**config.mk**
```make
export PLATFORM = sky130hd
export DESIGN_NAME = spi_xfer_master
export DESIGN_NICKNAME = d
export VERILOG_FILES = /design/src/rtl/spi_xfer_pkg.sv /design/src/rtl/spi_xfer_timer.sv /design/src/rtl/spi_xfer_shift.sv /design/src/rtl/spi_xfer_master.sv
export SDC_FILE = /design/constraint.sdc
export NUM_CORES = 1
export LEC_CHECK = 0
export ABC_AREA = 1
export BUFFER_PORTS_ARGS = -buffer_cell sky130_fd_sc_hd__buf_2
export CORE_MARGIN = 3
export CORE_UTILIZATION = 39
export CTS_CLUSTER_DIAMETER = 50
export DETAILED_ROUTE_END_ITERATION = 8
export REMOVE_ABC_BUFFERS = 1
export SYNTH_ARGS = -nofsm -noshare
export SYNTH_HDL_FRONTEND = slang
export SYNTH_SLANG_ARGS = --single-unit
```
**constraint.sdc**
```tcl
create_clock -name clk_i -period 5.1 [get_ports clk_i]
set_clock_uncertainty 0.1 [all_clocks]
set_input_delay 0 -clock clk_i [delete_from_list [all_inputs] [get_ports clk_i]]
set_output_delay 0 -clock clk_i [all_outputs]
set_load 0.005 [all_outputs]
```
**src/rtl/spi_xfer_pkg.sv**
```systemverilog
package spi_xfer_pkg;
  parameter int unsigned CFG_DIV_W = 3;

  typedef enum logic [1:0] {
    DIR_FULL = 2'd0,
    DIR_TXO  = 2'd1,
    DIR_RXO  = 2'd2
  } dir_e;

  typedef struct packed {
    logic [1:0]           dir;
    logic                 wide;
    logic                 lsb_first;
    logic [CFG_DIV_W-1:0] div;
    logic                 cpol;
    logic                 cpha;
    logic                 cs_hw;
  } cfg_t;
endpackage

```
**src/rtl/spi_xfer_timer.sv**
```systemverilog
module spi_xfer_timer #(
  parameter int DIV_W = 3
) (
  input  logic             clk_i,
  input  logic             rst_ni,
  input  logic             clr_i,
  input  logic             run_i,
  input  logic [DIV_W-1:0] code_i,
  output logic             tick_o
);
  localparam int CNT_W = (1 << DIV_W) - 1;

  logic [CNT_W-1:0] cnt_q, lim;

  // half-period minus one: 2^code - 1
  always_comb lim = ~({CNT_W{1'b1}} << code_i);

  assign tick_o = run_i && (cnt_q == lim);

  always_ff @(posedge clk_i or negedge rst_ni) begin
    if (!rst_ni)    cnt_q <= '0;
    else if (clr_i) cnt_q <= '0;
    else if (run_i) cnt_q <= tick_o ? '0 : cnt_q + 1'b1;
  end
endmodule

```
**src/rtl/spi_xfer_shift.sv**
```systemverilog
module spi_xfer_shift #(
  parameter int MAX_W    = 16,
  parameter int NARROW_W = 8
) (
  input  logic             clk_i,
  input  logic             rst_ni,
  input  logic             load_i,
  input  logic [MAX_W-1:0] tx_i,
  input  logic             wide_i,
  input  logic             lsb_first_i,
  input  logic             shift_i,
  input  logic             sample_i,
  input  logic             capture_i,
  input  logic             miso_i,
  output logic             bit_o,
  output logic [MAX_W-1:0] rx_o
);
  localparam int IDX_W = $clog2(MAX_W);

  logic [MAX_W-1:0] tx_q, rx_q;
  logic [IDX_W-1:0] idx_q, last, pos;

  always_comb begin
    last = wide_i ? IDX_W'(MAX_W - 1) : IDX_W'(NARROW_W - 1);
    pos  = lsb_first_i ? idx_q : last - idx_q;
  end

  assign bit_o = tx_q[pos];
  assign rx_o  = rx_q;

  always_ff @(posedge clk_i or negedge rst_ni) begin
    if (!rst_ni) begin
      tx_q  <= '0;
      rx_q  <= '0;
      idx_q <= '0;
    end else if (load_i) begin
      tx_q  <= tx_i;
      rx_q  <= '0;
      idx_q <= '0;
    end else begin
      if (sample_i && capture_i) rx_q[pos] <= miso_i;
      if (shift_i && idx_q != last) idx_q <= idx_q + 1'b1;
    end
  end
endmodule

```
**src/rtl/spi_xfer_master.sv**
```systemverilog
module spi_xfer_master
  import spi_xfer_pkg::*;
#(
  parameter int MAX_W    = 16,
  parameter int NARROW_W = 8
) (
  input  logic                 clk_i,
  input  logic                 rst_ni,
  input  logic                 start_i,
  input  logic [1:0]           dir_i,
  input  logic                 wide_i,
  input  logic                 lsb_first_i,
  input  logic [CFG_DIV_W-1:0] div_code_i,
  input  logic                 cpol_i,
  input  logic                 cpha_i,
  input  logic                 cs_hw_i,
  input  logic [MAX_W-1:0]     tx_data_i,
  input  logic                 miso_i,
  output logic                 busy_o,
  output logic                 done_o,
  output logic [MAX_W-1:0]     rx_data_o,
  output logic                 sclk_o,
  output logic                 mosi_o,
  output logic                 mosi_oe_o,
  output logic                 cs_n_o
);
  localparam int PH_W = $clog2(2 * MAX_W + 2);

  cfg_t             cfg_q;
  logic             busy_q, done_q, sclk_q, cs_n_q;
  logic [PH_W-1:0]  ph_q, ph_nxt, nedge;
  logic [MAX_W-1:0] rx_data_q, rx_w;
  logic             accept, tick, edge_ev, fin, odd, sample_ev, shift_ev, tx_bit, drive;

  assign accept = start_i && !busy_q;

  spi_xfer_timer #(.DIV_W(CFG_DIV_W)) u_timer (
    .clk_i  (clk_i),
    .rst_ni (rst_ni),
    .clr_i  (accept),
    .run_i  (busy_q),
    .code_i (cfg_q.div),
    .tick_o (tick)
  );

  // ph_nxt is the number of the edge (1..2N) or the trailing step (2N+1)
  always_comb begin
    ph_nxt    = ph_q + 1'b1;
    nedge     = cfg_q.wide ? PH_W'(2 * MAX_W) : PH_W'(2 * NARROW_W);
    edge_ev   = tick && (ph_nxt <= nedge);
    fin       = tick && (ph_nxt == nedge + 1'b1);
    odd       = ph_nxt[0];
    sample_ev = edge_ev && (cfg_q.cpha ? !odd : odd);
    shift_ev  = edge_ev && (cfg_q.cpha ? (odd && ph_nxt != PH_W'(1)) : !odd);
  end

  spi_xfer_shift #(.MAX_W(MAX_W), .NARROW_W(NARROW_W)) u_shift (
    .clk_i       (clk_i),
    .rst_ni      (rst_ni),
    .load_i      (accept),
    .tx_i        (tx_data_i),
    .wide_i      (cfg_q.wide),
    .lsb_first_i (cfg_q.lsb_first),
    .shift_i     (shift_ev),
    .sample_i    (sample_ev),
    .capture_i   (cfg_q.dir != DIR_TXO),
    .miso_i      (miso_i),
    .bit_o       (tx_bit),
    .rx_o        (rx_w)
  );

  always_ff @(posedge clk_i or negedge rst_ni) begin
    if (!rst_ni) begin
      cfg_q     <= '0;
      busy_q    <= 1'b0;
      done_q    <= 1'b0;
      sclk_q    <= 1'b0;
      cs_n_q    <= 1'b1;
      ph_q      <= '0;
      rx_data_q <= '0;
    end else begin
      done_q <= 1'b0;
      if (accept) begin
        cfg_q  <= '{dir: dir_i, wide: wide_i, lsb_first: lsb_first_i, div: div_code_i,
                    cpol: cpol_i, cpha: cpha_i, cs_hw: cs_hw_i};
        busy_q <= 1'b1;
        ph_q   <= '0;
        sclk_q <= cpol_i;
        cs_n_q <= ~cs_hw_i;
      end else if (tick) begin
        ph_q <= ph_nxt;
        if (edge_ev) sclk_q <= ~sclk_q;
        if (fin) begin
          busy_q    <= 1'b0;
          cs_n_q    <= 1'b1;
          done_q    <= 1'b1;
          rx_data_q <= rx_w;
        end
      end
    end
  end

  assign drive     = busy_q && (cfg_q.dir != DIR_RXO);
  assign busy_o    = busy_q;
  assign done_o    = done_q;
  assign rx_data_o = rx_data_q;
  assign sclk_o    = sclk_q;
  assign cs_n_o    = cs_n_q;
  assign mosi_oe_o = drive;
  assign mosi_o    = drive && tx_bit;
endmodule

```
## After elaboration in Yosys (flattened, before gate mapping)

Index checks and enable logic that the tools add are counted.

| storage, ports and cells | value |
|---|---|
| logic and storage cells | 88 |
| register bits after elaboration | 77 |
| output and inout port bits | 22 |

| cells by class | value |
|---|---|
| reduce and logical (&&, ||, !) cells | 23 |
| bitwise operators | 4 |
| eq/ne operators | 6 |
| muxes and demuxes | 31 |
| $add $sub $neg | 5 |
| $lt $le $gt $ge | 3 |
| shift operators | 1 |

Operators with widths:

| cell | count |
|---|---|
| $mux 16 | 2 |
| $mux 7 | 3 |
| $mux 6 | 3 |
| $bwmux 16 | 1 |
| $mux 1 | 16 |
| $mux 4 | 4 |
| $add 6x1->6 const B | 2 |
| $logic_and 1x1->1 | 12 |
| $reduce_bool 2->1 | 6 |
| $add 7x1->7 const B | 1 |
| $eq 7x7->1 | 1 |
| $not 7->7 | 1 |
| $shl 7x3->7 const A | 1 |
| $eq 6x6->1 | 1 |
| $le 6x6->1 | 1 |
| $ne 6x1->1 const B | 1 |
| $lt 4x5->1 const B | 1 |
| $add 4x1->4 const B | 1 |
| $bmux 1 s4 | 1 |
| $demux 1 s4 | 1 |
| $ge 4x1->1 const B | 1 |
| $ne 4x4->1 | 1 |
| $reduce_and 2->1 | 2 |
| $sub 4x4->4 | 1 |
| 5 further kinds | 8 |

## Depth between registers and ports, before layout

| logic depth | value |
|---|---|
| depth after elaboration | 10 |
| depth in mapped cells | 15 |
| gate-level depth less buffers | 14 |

## Hierarchy

A second synthesis with hierarchy kept.

| second synthesis, totals | value |
|---|---|
| cell total of the unflattened synthesis | 547 |
| area total of the unflattened synthesis | 4197.8 um^2 |

Modules (own cells, without submodules):

| module | area each (um^2) | instances | cells each | seq. area each (um^2) |
|---|---|---|---|---|
| spi_xfer_shift | 1986.9 | 1 | 269 | 900.9 |
| spi_xfer_master | 1627.8 | 1 | 179 | 852.1 |
| spi_xfer_timer | 583.1 | 1 | 99 | 175.2 |

## Least setup slack after synthesis

Ideal clock, no wire load.

| timing path | value |
|---|---|
| path type | register to register |
| start | register ph_q[0] |
| end | register u_shift.rx_q[2] (netlist: u_shift.rx_o[2]) |
| slack | 3.179 ns |
| data required time | 4.883 ns |
| period minus slack after synthesis | 1.921 ns |
| data arrival time | 1.705 ns |
| cell stages (with the launch flop) | 16 |
| path buffers | 1 |
| setup time | 0.117 ns |
| cell sequence | dfrtp_1 > nand3_1 > inv_1 > nand4_1 > nand2_1 > inv_1 > ha_1 > nand2_1 > nand2_1 > nand2_1 > nand3_4 > nand2_4 > buf_8 > nand2_1 > nand2_1 > nand2_1 |

| on the way | value |
|---|---|
| cells in the longest elaborated chain, start to end | 6 |
| elaborated cells between the ends (all ways) | 8 |
| classes of those cells | 1 x add/sub; 1 x order compare; 1 x mux; 5 x reduce/logical |

Ends and longest elaborated chain:

| element | line | RTL |
|---|---|---|
| start, declared | spi_xfer_master.sv:31 | `logic [PH_W-1:0] ph_q, ph_nxt, nedge;` |
| start signal, assigned | spi_xfer_master.sv:91 | `ph_q <= ph_nxt;` |
| $add 6x1->6 * | spi_xfer_master.sv:48 | `ph_nxt = ph_q + 1'b1;` |
| $le 6x6->1 / $logic_not 1->1 (equally long branches) | spi_xfer_master.sv:50, spi_xfer_master.sv:53 |  |
| $logic_and 1x1->1 / $mux 1 (equally long branches) | spi_xfer_master.sv:50, spi_xfer_master.sv:53 |  |
| $logic_and 1x1->1 * | spi_xfer_master.sv:53 | `sample_ev = edge_ev && (cfg_q.cpha ? !odd : odd);` |
| $logic_and 1x1->1 * | spi_xfer_shift.sv:41 | `if (sample_i && capture_i) rx_q[pos] <= miso_i;` |
| $reduce_bool 2->1 (no source line) * | -- |  |
| end signal, assigned by index | spi_xfer_shift.sv:41 |  |
| end, declared | spi_xfer_shift.sv:20 | `logic [MAX_W-1:0] tx_q, rx_q;` |

Mark *: on every way between the ends. The rest lies on a longest branch, timed or not.
A chain may end at the register's enable or synchronous reset.

## Worst setup path after layout

| timing path | value |
|---|---|
| start | register busy_q (netlist: busy_o) |
| end | register ph_q[0] |

| on the way | value |
|---|---|
| cells in the longest elaborated chain, start to end | 3 |
| elaborated cells between the ends (all ways) | 5 |
| classes of those cells | 1 x mux; 4 x reduce/logical |

Ends and longest elaborated chain:

| element | line | RTL |
|---|---|---|
| start, declared | spi_xfer_master.sv:30 | `logic busy_q, done_q, sclk_q, cs_n_q;` |
| start signal, assigned | spi_xfer_master.sv:75 | `busy_q <= 1'b0;` |
| start signal, assigned | spi_xfer_master.sv:86 | `busy_q <= 1'b1;` |
| start signal, assigned | spi_xfer_master.sv:94 | `busy_q <= 1'b0;` |
| $logic_not 1->1 | spi_xfer_master.sv:35 | `assign accept = start_i && !busy_q;` |
| $logic_and 1x1->1 | spi_xfer_master.sv:35 |  |
| $mux 6 / $reduce_bool 2->1 (equally long branches) | -- |  |

Parallel ways exist; a longest one is shown, timed or not.

==> results by group <==
Floorplanning
  • Ports: 52
  • Initial Util: 0.412
  • Die area: 11900 sq um
  • Core area: 10000 sq um
  • # rows: 36
  • Die height: 109 microns
  • Die Wd: 109 microns

Drt
  • Routed WL per cell: 12.1 microns
  • Routed vias/inst: 4.76
  • # DRC: 0
  • Iteration-0 DRC Markers: 190
  • TritonRoute pass-1 iters: 5
  • ANT nets after route: 0
  • Final wirelength: 9.20 mm
  • Vias: 3608

Final layout
  • Share of cells above drive strength 1: 0.134
  • Area Overhead vs Synth: 18.7%
  • Antenna Cells: 0
  • Final instance area: 4920 sq um
  • Nets: 656

Place
  • Area post-placement: 4440 sq um
  • Worst slack at placement: 2.23 ns
  • Final RePlAce weighted congestion: 0.788
  • DP HPWL: 6.17 mm
  • I/O Buffers: 51

Pwr
  • Total power divided by cell area: 508 nW/um^2
  • Maximum VDD drop: 0.172 mV
  • Leakage: 0.00270 uW

Synth
  • Syn_area_per_cell: 7.53 sq um
  • Multiplexer area fraction after synthesis: 0
  • Ys flop type: dfrtp_1
  • Ranking of synthesized cells by area: dfrtp_1 46%, nand2_1 22%, nand3_1 5.1%
  • Simple-gate area share of the yosys netlist: 0.366
  • Post-Syn Area: 4140 sq um
  • Cells after synthesis: 550
  • Compound-cell area share of the yosys netlist: 0.0487
  • Yosys top cell by area: dfrtp_1
  • Post-synth ARST share: 1.00
  • XOR/XNOR Fraction of Synth Area: 0.0338
  • FF+latch count, synth: 77
  • Largest family of logic cells by synthesized area: simple AND/OR/NAND/NOR gates
  • Synth warnings: 0
  • Post-synthesis sequential area ratio: 0.466
  • Adder-cell share of the synthesized area: 0.0181
  • Synth top area share: 0.459
  • EDFF count, synth: 0
  • Synth cell types: 40

Clock tree
  • Setup Buffers After CTS: 0
  • Hold Buf Count CTS: 28
  • CTS Buf Count: 9
  • H-tree lvl count: 3
  • CTS sink cnt: 77
  • Worst-case clock buffer depth: 2
  • Post-cts sizing count: 0
  • CTS root buf: clkbuf_8
  • CTS clk-pin slew, worst paths: 0.08 ns
  • Skew-Pair Late Insertion Delay: 0.35 ns
  • CTS tree: yes

Timing
  • Worst Max-Slew Pin Slew: 1.06 ns
  • Hold Slack: 0.211 ns
  • Worst slew margin: 0.290
  • Slew Viols, Final: 0
  • Unrepaired setup endpoints after global routing: no
  • Final hold vios: 0
  • Fin crit share: 0.551
  • Setup ws final: 2.29 ns
  • Period minus WS final: 2.81 ns
  • Final setup fails: 0
  • Fmax: 0.356 GHz
  • TNS Setup: 0 ns

Critical path
  • Critical Path AT: 2.94 ns
  • Crit end category: flop
  • Required time worst endpoint: 5.23 ns
  • Worst setup SP type: flop
  • Kind of critical path: flop to flop
  • CP max FO: 51

Global route
  • First-pass GRT wire length: 15.7 mm
  • Initial antenna violation count: 0
  • GRT overflow: 0
  • Met2 Use GR: 0.264
  • Pin count of the biggest net entering global routing: 78
  • Grt peak-use layer: met2
  • Vias in the first global route: 3409
  • GRT Total Usage: 0.167
  • M1 GR Usage: 0.227
  • Met3 GRT Util: 0.0255

Run status
  • Status: completed

Hold path
  • Tightest Hold Check Type: primary input to async pin

Job
  • Max cap viols: 0
-- sequential cells by signal, indices dropped and copies added (netlist names) --
signal         flops
u_shift.idx_q      4
done_o             1
u_shift.rx_o      16
u_shift.tx_q      16
busy_o             1
cs_n_o             1
u_timer.cnt_q      7
sclk_o             1
rx_data_o         16
ph_q               6
cfg_q              8
-- logic make-up after synthesis --
group | count (synthesis)
AO/OA/AOI/OAI | 34
XOR/XNOR | 16
flip-flops | 77
buffers and inverters | 58
AND/OR/NAND/NOR | 359
adder cells (fa/ha/maj) | 6
-- per-stage QoR --
| stage | utilization | cells | total power, uW |
|---|---|---|---|
| after global routing | 0.489 | 758 | 2740 |
| after CTS | 0.489 | 758 | 2530 |
| after detailed placement | 0.442 | 714 | 2030 |
| after global placement | 0.442 | 714 | 1990 |
| final | 0.489 | 758 | 2500 |
| after floorplan | - | 530 | 1740 |
-- worst max-delay path: stages, from the launching register on --
cell and delay [ns]:
dfrtp_1 0.49, nor2_4 0.86, inv_2 0.60, nand2_1 0.48, o21ai_0 0.14
-- worst paths after layout --
path                            cells after the start                to  slack (ns)            start
worst max-delay path                                4           ph_q[0]        2.29           busy_o
worst min-delay path                                2           ph_q[5]        0.21           rst_ni
worst max register to register                      4           ph_q[0]        2.29           busy_o
worst min register to register                      2   u_shift.tx_q[2]        0.37  u_shift.tx_q[2]
max in group asynchronous                           2      rx_data_o[9]        4.01           rst_ni
min in group clk_i                                  5  u_shift.rx_o[10]        0.24           miso_i
-- placed cells by master, fill, tap and decap left out, types with 2 or more instances in the layout --
cell / count
nor3_1: 17
nand2_1: 245
inv_1: 36
nor2_4: 3
xor2_1: 11
clkinvlp_4: 2
o22ai_1: 6
dlygate4sd3_1: 28
o21ai_0: 15
clkbuf_8: 10
xnor2_1: 5
ha_1: 6
buf_2: 50
dfrtp_1: 76
o21a_1: 2
nand2_4: 2
nand4_1: 8
a21oi_1: 4
nand3_1: 42
nor2_1: 32
or2_2: 4
-- cell usage after synthesis (2+ instances only) --
| cell | instances |
|---|---|
| nor2_4 | 2 |
| nand2_4 | 2 |
| dfrtp_1 | 76 |
| clkbuf_1 | 8 |
| o21ai_0 | 15 |
| buf_6 | 4 |
| buf_8 | 2 |
| nand3_1 | 42 |
| xnor2_1 | 5 |
| o21a_1 | 2 |
| nand2_1 | 245 |
| nor3_1 | 17 |
| xor2_1 | 11 |
| buf_2 | 3 |
| ha_1 | 6 |
| nand4_1 | 8 |
| o22ai_1 | 6 |
| or2_2 | 4 |
| inv_1 | 36 |
| a21oi_1 | 4 |
| nor2_1 | 33 |
-- power breakdown --
group          internal, uW  leakage, uW  switching, uW  total (uW)
clock network           241    0.0000959            233         473
registers               794     0.000987            195         989
logic                   397      0.00162            641        1040
-- cell type report --
| class | count | area (sq um) |
|---|---|---|
| Sequential cell | 77 | 1930 |
| Clock buffer | 11 | 141 |
| Multi-Input combinational cell | 415 | 1940 |
| Clock inverter | 5 | 58.8 |
| Inverter | 38 | 145 |
| Fill cell | 1022 | 5130 |
| Tap cell | 133 | 166 |
| Timing Repair Buffer | 79 | 538 |
-- per-layer routing --
| layer | routed length, microns | part of all wire | vias to the layer above |
|---|---|---|---|
| met2 | 4080 | 0.44 | 64 |
| met5 | 0 | 0 | - |
| met1 | 4610 | 0.50 | 1643 |
| met4 | 206 | 0.022 | 0 |
| li1 | - | - | 1884 |
| met3 | 297 | 0.032 | 17 |
Note: power is estimated with default switching activity, not from simulation.
